[src/rtl/sarx_pkg.sv]
package sarx_pkg;
  typedef enum logic [2:0] {
    FMT_I2S  = 3'b000,
    FMT_RJ   = 3'b001,
    FMT_DSP  = 3'b010,
    FMT_LJ   = 3'b011,
    FMT_P256 = 3'b100,
    FMT_P128 = 3'b101,
    FMT_AUX  = 3'b110,
    FMT_RSV  = 3'b111
  } fmt_e;

  // Effective word length in bits; the 128-period packed layout caps at 20.
  function automatic logic [4:0] word_bits(input fmt_e fmt, input logic [1:0] wl);
    logic [4:0] w;
    case (wl)
      2'b01:   w = 5'd20;
      2'b10:   w = 5'd16;
      default: w = 5'd24;
    endcase
    if (fmt == FMT_P128 && w > 5'd20) w = 5'd20;
    return w;
  endfunction

  // Bit-period index, counted from the word or slot start, that carries the MSB.
  function automatic logic [5:0] first_bit(input fmt_e fmt, input logic [4:0] w);
    case (fmt)
      FMT_I2S, FMT_DSP, FMT_P256: return 6'd1;
      FMT_RJ:                     return 6'd32 - {1'b0, w};
      default:                    return 6'd0;
    endcase
  endfunction

  function automatic logic is_packed(input fmt_e fmt);
    return (fmt == FMT_P256) || (fmt == FMT_P128);
  endfunction

  function automatic logic [5:0] slot_len(input fmt_e fmt);
    case (fmt)
      FMT_P256: return 6'd32;
      FMT_P128: return 6'd20;
      default:  return 6'd63;
    endcase
  endfunction

  // LRCLK level that marks the left half.
  function automatic logic left_level(input fmt_e fmt);
    return !((fmt == FMT_I2S) || (fmt == FMT_P256));
  endfunction

  function automatic logic fmt_silent(input fmt_e fmt);
    return (fmt == FMT_AUX) || (fmt == FMT_RSV);
  endfunction
endpackage

[src/rtl/sarx_sync_edge.sv]
module sarx_sync_edge #(
  parameter int PINS   = 3,
  parameter int STAGES = 2
) (
  input  logic            clk,
  input  logic            rst_n,
  input  logic            bclk,
  input  logic            lrclk,
  input  logic [PINS-1:0] sdin,
  input  logic            use_fall,
  output logic            smp_en,
  output logic            lr_smp,
  output logic [PINS-1:0] sd_smp
);
  localparam int W = PINS + 2;

  logic [W-1:0] pipe [STAGES];
  logic         bclk_d;
  logic         b_now;

  always_ff @(posedge clk) begin
    if (!rst_n) begin
      for (int i = 0; i < STAGES; i++) pipe[i] <= '0;
      bclk_d <= 1'b0;
    end else begin
      pipe[0] <= {bclk, lrclk, sdin};
      for (int i = 1; i < STAGES; i++) pipe[i] <= pipe[i-1];
      bclk_d <= pipe[STAGES-1][W-1];
    end
  end

  assign b_now  = pipe[STAGES-1][W-1];
  assign smp_en = use_fall ? (!b_now && bclk_d) : (b_now && !bclk_d);
  assign lr_smp = pipe[STAGES-1][W-2];
  assign sd_smp = pipe[STAGES-1][PINS-1:0];
endmodule

[src/rtl/sarx_slot_ctrl.sv]
module sarx_slot_ctrl
  import sarx_pkg::*;
#(
  parameter int PINS = 3,
  parameter int SLW  = $clog2(PINS + 1)
) (
  input  logic           clk,
  input  logic           rst_n,
  input  fmt_e           fmt,
  input  logic [1:0]     wl,
  input  logic           smp_en,
  input  logic           lr,
  output logic           cap_en,
  output logic           word_last,
  output logic           side,
  output logic [SLW-1:0] slot,
  output logic           frame_done
);
  logic [5:0]     bit_q, cur_bit, nxt_bit;
  logic [SLW-1:0] slot_q, cur_slot, nxt_slot;
  logic           side_q, lr_q, locked_q;
  logic           dsp, packed_m, start, in_word;
  logic [4:0]     w;
  logic [6:0]     off, end_b;

  assign dsp      = (fmt == FMT_DSP);
  assign packed_m = is_packed(fmt);
  assign w        = word_bits(fmt, wl);
  assign off      = {1'b0, first_bit(fmt, w)};
  assign end_b    = off + {2'b0, w};
  assign start    = dsp ? (lr && !lr_q) : (lr != lr_q);

  always_comb begin
    cur_bit  = start ? '0 : bit_q;
    cur_slot = start ? '0 : slot_q;
    nxt_bit  = cur_bit;
    nxt_slot = cur_slot;
    if (packed_m && ({1'b0, cur_bit} + 7'd1 == {1'b0, slot_len(fmt)})) begin
      nxt_bit = '0;
      if (cur_slot != '1) nxt_slot = cur_slot + 1'b1;
    end else if (cur_bit != '1) begin
      nxt_bit = cur_bit + 6'd1;
    end
  end

  assign side    = dsp ? side_q : (lr != left_level(fmt));
  assign slot    = cur_slot;
  assign in_word = (locked_q || start) && !fmt_silent(fmt)
                   && (int'(cur_slot) < PINS)
                   && ({1'b0, cur_bit} >= off) && ({1'b0, cur_bit} < end_b);
  assign cap_en     = smp_en && in_word;
  assign word_last  = cap_en && ({1'b0, cur_bit} == end_b - 7'd1);
  assign frame_done = word_last && side
                      && (!packed_m || int'(cur_slot) == PINS - 1);

  always_ff @(posedge clk) begin
    if (!rst_n) begin
      bit_q    <= '0;
      slot_q   <= '0;
      side_q   <= 1'b0;
      lr_q     <= 1'b0;
      locked_q <= 1'b0;
    end else if (smp_en) begin
      lr_q   <= lr;
      bit_q  <= nxt_bit;
      slot_q <= nxt_slot;
      if (start) locked_q <= 1'b1;
      if (!dsp)                      side_q <= 1'b0;
      else if (start && !locked_q)   side_q <= 1'b0;
      else if (word_last)            side_q <= ~side_q;
    end
  end

  // a DSP word that ends on the left never closes a frame
  AST_DSP_LEFT_OPEN: assert property (@(posedge clk) disable iff (!rst_n)
    (dsp && word_last && !side_q) |-> !frame_done);
endmodule

[src/rtl/sarx_assemble.sv]
module sarx_assemble
  import sarx_pkg::*;
#(
  parameter int PINS = 3,
  parameter int SW   = 24,
  parameter int SLW  = $clog2(PINS + 1),
  localparam int NCH = 2 * PINS
) (
  input  logic            clk,
  input  logic            rst_n,
  input  fmt_e            fmt,
  input  logic [1:0]      wl,
  input  logic            cap_en,
  input  logic            word_last,
  input  logic            side,
  input  logic [SLW-1:0]  slot,
  input  logic [PINS-1:0] sd,
  output logic [NCH*SW-1:0] ch_next
);
  logic [SW-1:0] sh_q    [PINS];
  logic [SW-1:0] sh_nx   [PINS];
  logic [SW-1:0] aligned [PINS];
  logic [SW-1:0] ch_q    [NCH];
  logic [SW-1:0] ch_d    [NCH];
  logic [4:0]    sh_amt;

  assign sh_amt = 5'(SW) - word_bits(fmt, wl);

  for (genvar p = 0; p < PINS; p++) begin : g_pin
    assign sh_nx[p]   = {sh_q[p][SW-2:0], sd[p]};
    assign aligned[p] = sh_nx[p] << sh_amt;
    always_ff @(posedge clk) begin
      if (!rst_n)      sh_q[p] <= '0;
      else if (cap_en) sh_q[p] <= sh_nx[p];
    end
  end

  for (genvar c = 0; c < NCH; c++) begin : g_ch
    always_comb begin
      ch_d[c] = ch_q[c];
      if (word_last) begin
        if (is_packed(fmt)) begin
          if (int'(slot) * 2 + int'(side) == c) ch_d[c] = aligned[0];
        end else if (int'(side) == c % 2) begin
          ch_d[c] = aligned[c / 2];
        end
      end
    end
    always_ff @(posedge clk) begin
      if (!rst_n) ch_q[c] <= '0;
      else        ch_q[c] <= ch_d[c];
    end
    assign ch_next[c*SW +: SW] = ch_d[c];
  end
endmodule

[src/rtl/serial_audio_rx.sv]
module serial_audio_rx
  import sarx_pkg::*;
#(
  parameter int PINS        = 3,
  parameter int SW          = 24,
  parameter int SYNC_STAGES = 2,
  localparam int NCH = 2 * PINS,
  localparam int SLW = $clog2(PINS + 1)
) (
  input  logic              clk,
  input  logic              rst_n,
  input  logic              bclk,
  input  logic              lrclk,
  input  logic [PINS-1:0]   sdin,
  input  logic [2:0]        fmt_mode,
  input  logic [1:0]        wlen_code,
  output logic              m_valid,
  input  logic              m_ready,
  output logic [NCH*SW-1:0] m_data
);
  fmt_e            cfg_fmt_q;
  logic [1:0]      cfg_wl_q;
  logic            have_frame_q, load_cfg;
  logic            smp_en, lr_smp, cap_en, word_last, side, frame_done;
  logic [PINS-1:0] sd_smp;
  logic [SLW-1:0]  slot;
  logic [NCH*SW-1:0] ch_next;
  logic [4:0]      out_w_q;

  sarx_sync_edge #(.PINS(PINS), .STAGES(SYNC_STAGES)) u_sync (
    .clk(clk), .rst_n(rst_n), .bclk(bclk), .lrclk(lrclk), .sdin(sdin),
    .use_fall(cfg_fmt_q == FMT_DSP), .smp_en(smp_en), .lr_smp(lr_smp), .sd_smp(sd_smp)
  );

  sarx_slot_ctrl #(.PINS(PINS)) u_ctrl (
    .clk(clk), .rst_n(rst_n), .fmt(cfg_fmt_q), .wl(cfg_wl_q), .smp_en(smp_en),
    .lr(lr_smp), .cap_en(cap_en), .word_last(word_last), .side(side),
    .slot(slot), .frame_done(frame_done)
  );

  sarx_assemble #(.PINS(PINS), .SW(SW)) u_asm (
    .clk(clk), .rst_n(rst_n), .fmt(cfg_fmt_q), .wl(cfg_wl_q), .cap_en(cap_en),
    .word_last(word_last), .side(side), .slot(slot), .sd(sd_smp), .ch_next(ch_next)
  );

  assign load_cfg = !have_frame_q || frame_done || fmt_silent(cfg_fmt_q);

  always_ff @(posedge clk) begin
    if (!rst_n) begin
      cfg_fmt_q    <= FMT_I2S;
      cfg_wl_q     <= 2'b00;
      have_frame_q <= 1'b0;
      m_valid      <= 1'b0;
      m_data       <= '0;
      out_w_q      <= 5'd24;
    end else begin
      if (load_cfg) begin
        cfg_fmt_q <= fmt_e'(fmt_mode);
        cfg_wl_q  <= wlen_code;
      end
      if (frame_done) begin
        have_frame_q <= 1'b1;
        m_valid      <= 1'b1;
        m_data       <= ch_next;
        out_w_q      <= word_bits(cfg_fmt_q, cfg_wl_q);
      end else if (m_valid && m_ready) begin
        m_valid <= 1'b0;
      end
    end
  end

  AST_HOLD_VALID: assert property (@(posedge clk) disable iff (!rst_n)
    (m_valid && !m_ready) |=> m_valid);
  AST_HOLD_DATA: assert property (@(posedge clk) disable iff (!rst_n)
    (m_valid && !m_ready && !frame_done) |=> $stable(m_data));
  AST_FRAME_STROBE: assert property (@(posedge clk) disable iff (!rst_n)
    frame_done |=> m_valid);
  AST_SILENT_CODES: assert property (@(posedge clk) disable iff (!rst_n)
    fmt_silent(cfg_fmt_q) |-> !frame_done);
  for (genvar c = 0; c < NCH; c++) begin : g_chk
    AST_LOW_ZERO: assert property (@(posedge clk) disable iff (!rst_n)
      (m_valid && out_w_q == 5'd16) |-> (m_data[c*SW +: SW-16] == '0));
  end
endmodule

[config.mk]
export PLATFORM = sky130hd
export DESIGN_NAME = serial_audio_rx
export DESIGN_NICKNAME = d
export VERILOG_FILES = /design/src/rtl/sarx_pkg.sv /design/src/rtl/sarx_sync_edge.sv /design/src/rtl/sarx_slot_ctrl.sv /design/src/rtl/sarx_assemble.sv /design/src/rtl/serial_audio_rx.sv
export SDC_FILE = /design/constraint.sdc
export NUM_CORES = 1
export LEC_CHECK = 0
export ABC_AREA = 1
export ABC_CLOCK_PERIOD_IN_PS = 6300
export BUFFER_PORTS_ARGS = -buffer_cell sky130_fd_sc_hd__buf_2
export CAP_MARGIN = 20
export CORE_ASPECT_RATIO = 1.1
export CORE_MARGIN = 2
export CORE_UTILIZATION = 30
export CTS_BUF_LIST = sky130_fd_sc_hd__clkbuf_8
export CTS_CLUSTER_DIAMETER = 120
export DETAILED_ROUTE_END_ITERATION = 10
export GPL_ROUTABILITY_DRIVEN = 0
export GPL_TIMING_DRIVEN = 0
export PLACE_DENSITY = 0.48
export SKIP_LAST_GASP = 1
export SLEW_MARGIN = 20
export SYNTH_ARGS = -nofsm -noshare
export SYNTH_HDL_FRONTEND = slang
export SYNTH_HIERARCHICAL = 1
export SYNTH_SLANG_ARGS = --single-unit
[constraint.sdc]
create_clock -name clk -period 6.3 [get_ports clk]
set_input_delay 0.315 -clock clk [delete_from_list [all_inputs] [get_ports clk]]
set_output_delay 0.315 -clock clk [all_outputs]
set_load 0.02 [all_outputs]
==> results.py <==
metrics = {
    "logic_synthesis": {
        "ys_top_cells_by_area": "dfxtp_1 28%, nand3_1 12%, nor2_1 12%",
        "syn_inst": 3525,
        "synthMostInstantiatedCell": "nor2_1",
        "synth-edff-count": 69,
        "ys_ff_latch": 386,
        "postSynthAreaPerCell_um2": 6.32,
        "netlist.area_leader.share": 0.285,
        "syn_nets": 3554,
        "yosysSeqAreaShare": 0.378,
        "ys_types": 37,
        "synth_area_mm2": 0.0223,
        "synth_largest_area_cell": "dfxtp_1",
        "synthArstFlopShare": 0,
        "yosys-top-cells-count": "716 x nor2_1, 547 x nand2_1, 539 x nand3_1",
        "ys_warn_count": 6,
        "synth_ff_type": "dfxtp_1",
    },
    "setup_path": {
        "rr_worst_depth": 20,
        "path_buf_inv": 6,
        "critical_path_required_ps": 6880,
        "path_cells": "inv_2, nand4_1, nand2_2, nor2_4, ha_1, a21oi_1, o2111ai_1, nor2_1, o21ai_0, nor2_2, nand2_2, inv_1, clkbuf_1, clkbuf_1, clkbuf_1, nand3_1, nand2_1, inv_1, nor2_1, nor2_1",
        "timing.critical_path.slowest_stage_cell": "clkbuf_1",
        "worstSetupEndpointType": "flop",
        "worstPathMaxFanout": 12,
        "cp_top_family": "buffers and inverters",
        "slowest_delay_ps": 780,
        "arrival_ps": 5960,
        "r2r-start": "cfg_fmt_q[2]",
        "r2r_end": "m_data[71]",
        "path_class": "flop to flop",
        "crit_path_start_kind": "flop",
        "reg2reg_slack_ps": 930,
    },
    "clock_tree": {
        "clkSinkCount": 386,
        "htreeDepth": 3,
        "clk_latency_ps": 690,
        "post-cts-setup-buffers": 0,
        "clk_pin_slew_ps": 60,
        "clk_path_buf_depth": 3,
        "cts-buffers-inserted": 74,
        "cts_tree": "done",
        "clockRootBuffer": "clkbuf_8",
    },
    "sta": {
        "rsz0062_at_grt": "false",
        "tns_ps": 0,
        "tightest_slew_ps": 1170,
        "drv_slew": 0,
        "fin_crit_ps": 5370,
        "finalHoldViolCount": 0,
        "fin_worst_skew_ps": 39.6,
        "max_slew_margin": 0.218,
        "timing.fmax_mhz": 186,
        "fin_crit_sh": 0.853,
        "setup_viol": 0,
    },
    "min_path": {
        "min-delay-start": "rst_n",
        "hold_class": "input pin to flop",
        "hold_depth": 3,
        "holdPathEnd": "u_sync/bclk_d",
    },
    "grt": {
        "grt_pass1_vias": 22779,
        "grt_remaining_overflow": 0,
        "grt_pass1_wl_um": 144000,
        "antenna_found_initial": 2,
        "grt_start_max_net_pins": 37,
        "track_usage": 0.251,
    },
    "floorplan": {
        "die_w_um": 264,
        "die_h_um": 290,
        "start_util": 0.303,
        "dieArea_mm2": 0.0764,
        "io_pins": 158,
        "fp-row-count": 104,
        "coreArea_mm2": 0.0734,
    },
    "final_layout": {
        "fin_nets": 3799,
        "synthToLayoutAreaGrowth_pct": 16.2,
        "drive_gt1_frac": 0.105,
        "nFillCells": 8318,
        "final_cells": 4779,
        "final_core_util": 0.353,
    },
    "power": {
        "peakVddDrop_mv": 0.136,
        "p_int_w": 0.00416,
        "cellPowerDensity_mw_per_mm2": 236,
        "p_leak_nw": 13.4,
        "swShare": 0.318,
        "p_comb_frac": 0.157,
        "switching_power_w": 0.00194,
        "seqPwrFrac": 0.418,
        "clock_power_share": 0.424,
    },
    "routing": {
        "drt_iter0_markers": 2525,
        "ant_nets": 0,
        "routed_via_density": 4.96,
        "vias": 23716,
        "drc": 0,
        "routedWlPerCell_um": 20.4,
        "wl_um": 97400,
        "dr.pass1.iters": 6,
    },
    "placement": {
        "portBuffers": 157,
        "hpwlAfterDp_um": 71100,
        "dp.cells": 4637,
    },
    "job": {
        "cap_viol_max_count": 0,
    },
    "run_status": {
        "outcome": "complete, no violations",
    },
}
==> layout by cell type (no fill, tap or decap), drive strengths merged, types with 2 or more instances in the layout <==
cell | netlist | layout
dfxtp | 317 | 317
dlygate4sd3 | 0 | 11
o211ai | 2 | 2
or2 | 16 | 16
buf | 94 | 252
clkbuf | 134 | 223
o21bai | 10 | 10
xor2 | 3 | 3
a21oi | 173 | 173
nor2 | 724 | 724
nand3 | 559 | 559
ha | 16 | 16
o21ai | 277 | 277
clkinv | 3 | 14
nor3 | 13 | 13
inv | 525 | 552
o21a | 17 | 17
nand2 | 565 | 565
edfxtp | 69 | 69
nand4 | 5 | 5
bufinv | 0 | 3
==> power groups by stage <==
stage / Combinational [W] / Sequential (W) / Clock (W)
floorplan: 0.000556 / 0.00260 / 0
global placement: 0.000905 / 0.00261 / 0
detailed placement: 0.000909 / 0.00261 / 0
CTS: 0.000917 / 0.00255 / 0.00266
global route: 0.00102 / 0.00256 / 0.00277
finish: 0.000962 / 0.00255 / 0.00259
==> cell type report <==
| type | count | area, µm² | area share |
|---|---|---|---|
| Clock inverter | 41 | 251 | 0.00972 |
| Tap cell | 954 | 1190 | 0.0461 |
| Sequential cell | 386 | 8420 | 0.325 |
| Timing Repair Buffer | 169 | 916 | 0.0354 |
| Clock buffer | 89 | 1220 | 0.0473 |
| Inverter | 528 | 1980 | 0.0766 |
| Buffer | 228 | 1070 | 0.0414 |
| Multi-Input combinational cell | 2383 | 10800 | 0.418 |
| Antenna cell | 1 | 2.50 | 0.0000967 |
==> worst max path at each step <==
stage | from | end | slack [ps] | cells after the start
detailed placement | cfg_fmt_q[2] | m_data[95] | 1070 | 20
CTS | cfg_fmt_q[2] | m_data[95] | 1070 | 20
global route | cfg_fmt_q[2] | m_data[72] | 730 | 20
global placement | cfg_fmt_q[2] | m_data[95] | 1070 | 20
floorplan | cfg_fmt_q[2] | m_data[1] | 3070 | 20
finish | cfg_fmt_q[2] | m_data[71] | 930 | 20
==> per-layer routing <==
metal / up-vias / global-route usage / wire (µm)
met5: - / 0 / 0
met4: 0 / 0.149 / 6020
met3: 253 / 0.0560 / 9240
met2: 1120 / 0.387 / 41100
met1: 10741 / 0.323 / 41000
li1: 11602 / - / -
==> cells by family (layout without fill, tap and decap cells) <==
kind of cell / after synthesis / after routing / share of synthesized area
compound gates: 481 / 481 / 0.112
xor+xnor: 4 / 4 / 0.00157
buf+inv: 756 / 1055 / 0.137
fa+ha+maj: 16 / 16 / 0.00899
simple gates: 1882 / 1882 / 0.363
flops: 386 / 386 / 0.378
other cells: 0 / 1 / 0
==> flip-flops by register name, indices dropped and copies added, names as in the netlist <==
signal and count:
u_ctrl/side_q 1, m_valid 1, m_data 144, u_ctrl/slot_q 2, u_asm/ch_q 144, u_sync/pipe 10, u_asm/sh_q 69, cfg_fmt_q 3
u_ctrl/bit_q 6, u_ctrl/locked_q 1, u_ctrl/lr_q 1, cfg_wl_q 2, have_frame_q 1, u_sync/bclk_d 1
==> worst register-to-register path: cells and delay by family, from the launching register on <==
kind / cells / cell delay (ps)
buffers and inverters: 6 / 2370
AND/OR/NAND/NOR: 10 / 1580
flip-flops: 1 / 670
AO/OA/AOI/OAI: 3 / 370
adder cells (fa/ha/maj): 1 / 290
==> stage by stage <==
step | total power (W) | hold WS [ps] | setup WS (ps) | instance area (µm²)
finish | 0.00611 | 168 | 926 | 25900
global route | 0.00634 | 170 | 726 | 25900
CTS | 0.00613 | 139 | 1070 | 25900
detailed placement | 0.00352 | 400 | 1070 | 24300
global placement | 0.00351 | 397 | 1070 | 24200
floorplan | 0.00316 | 390 | 3070 | 22300
==> timing repair <==
| action | 4_1_cts | 5_1_grt |
|---|---|---|
| endpoints found under the hold margin | 11 | 0 |
| resized for setup | 0 | 0 |
| hold buffers | 11 | 0 |
No activity file was read; power rests on OpenSTA's default activity.
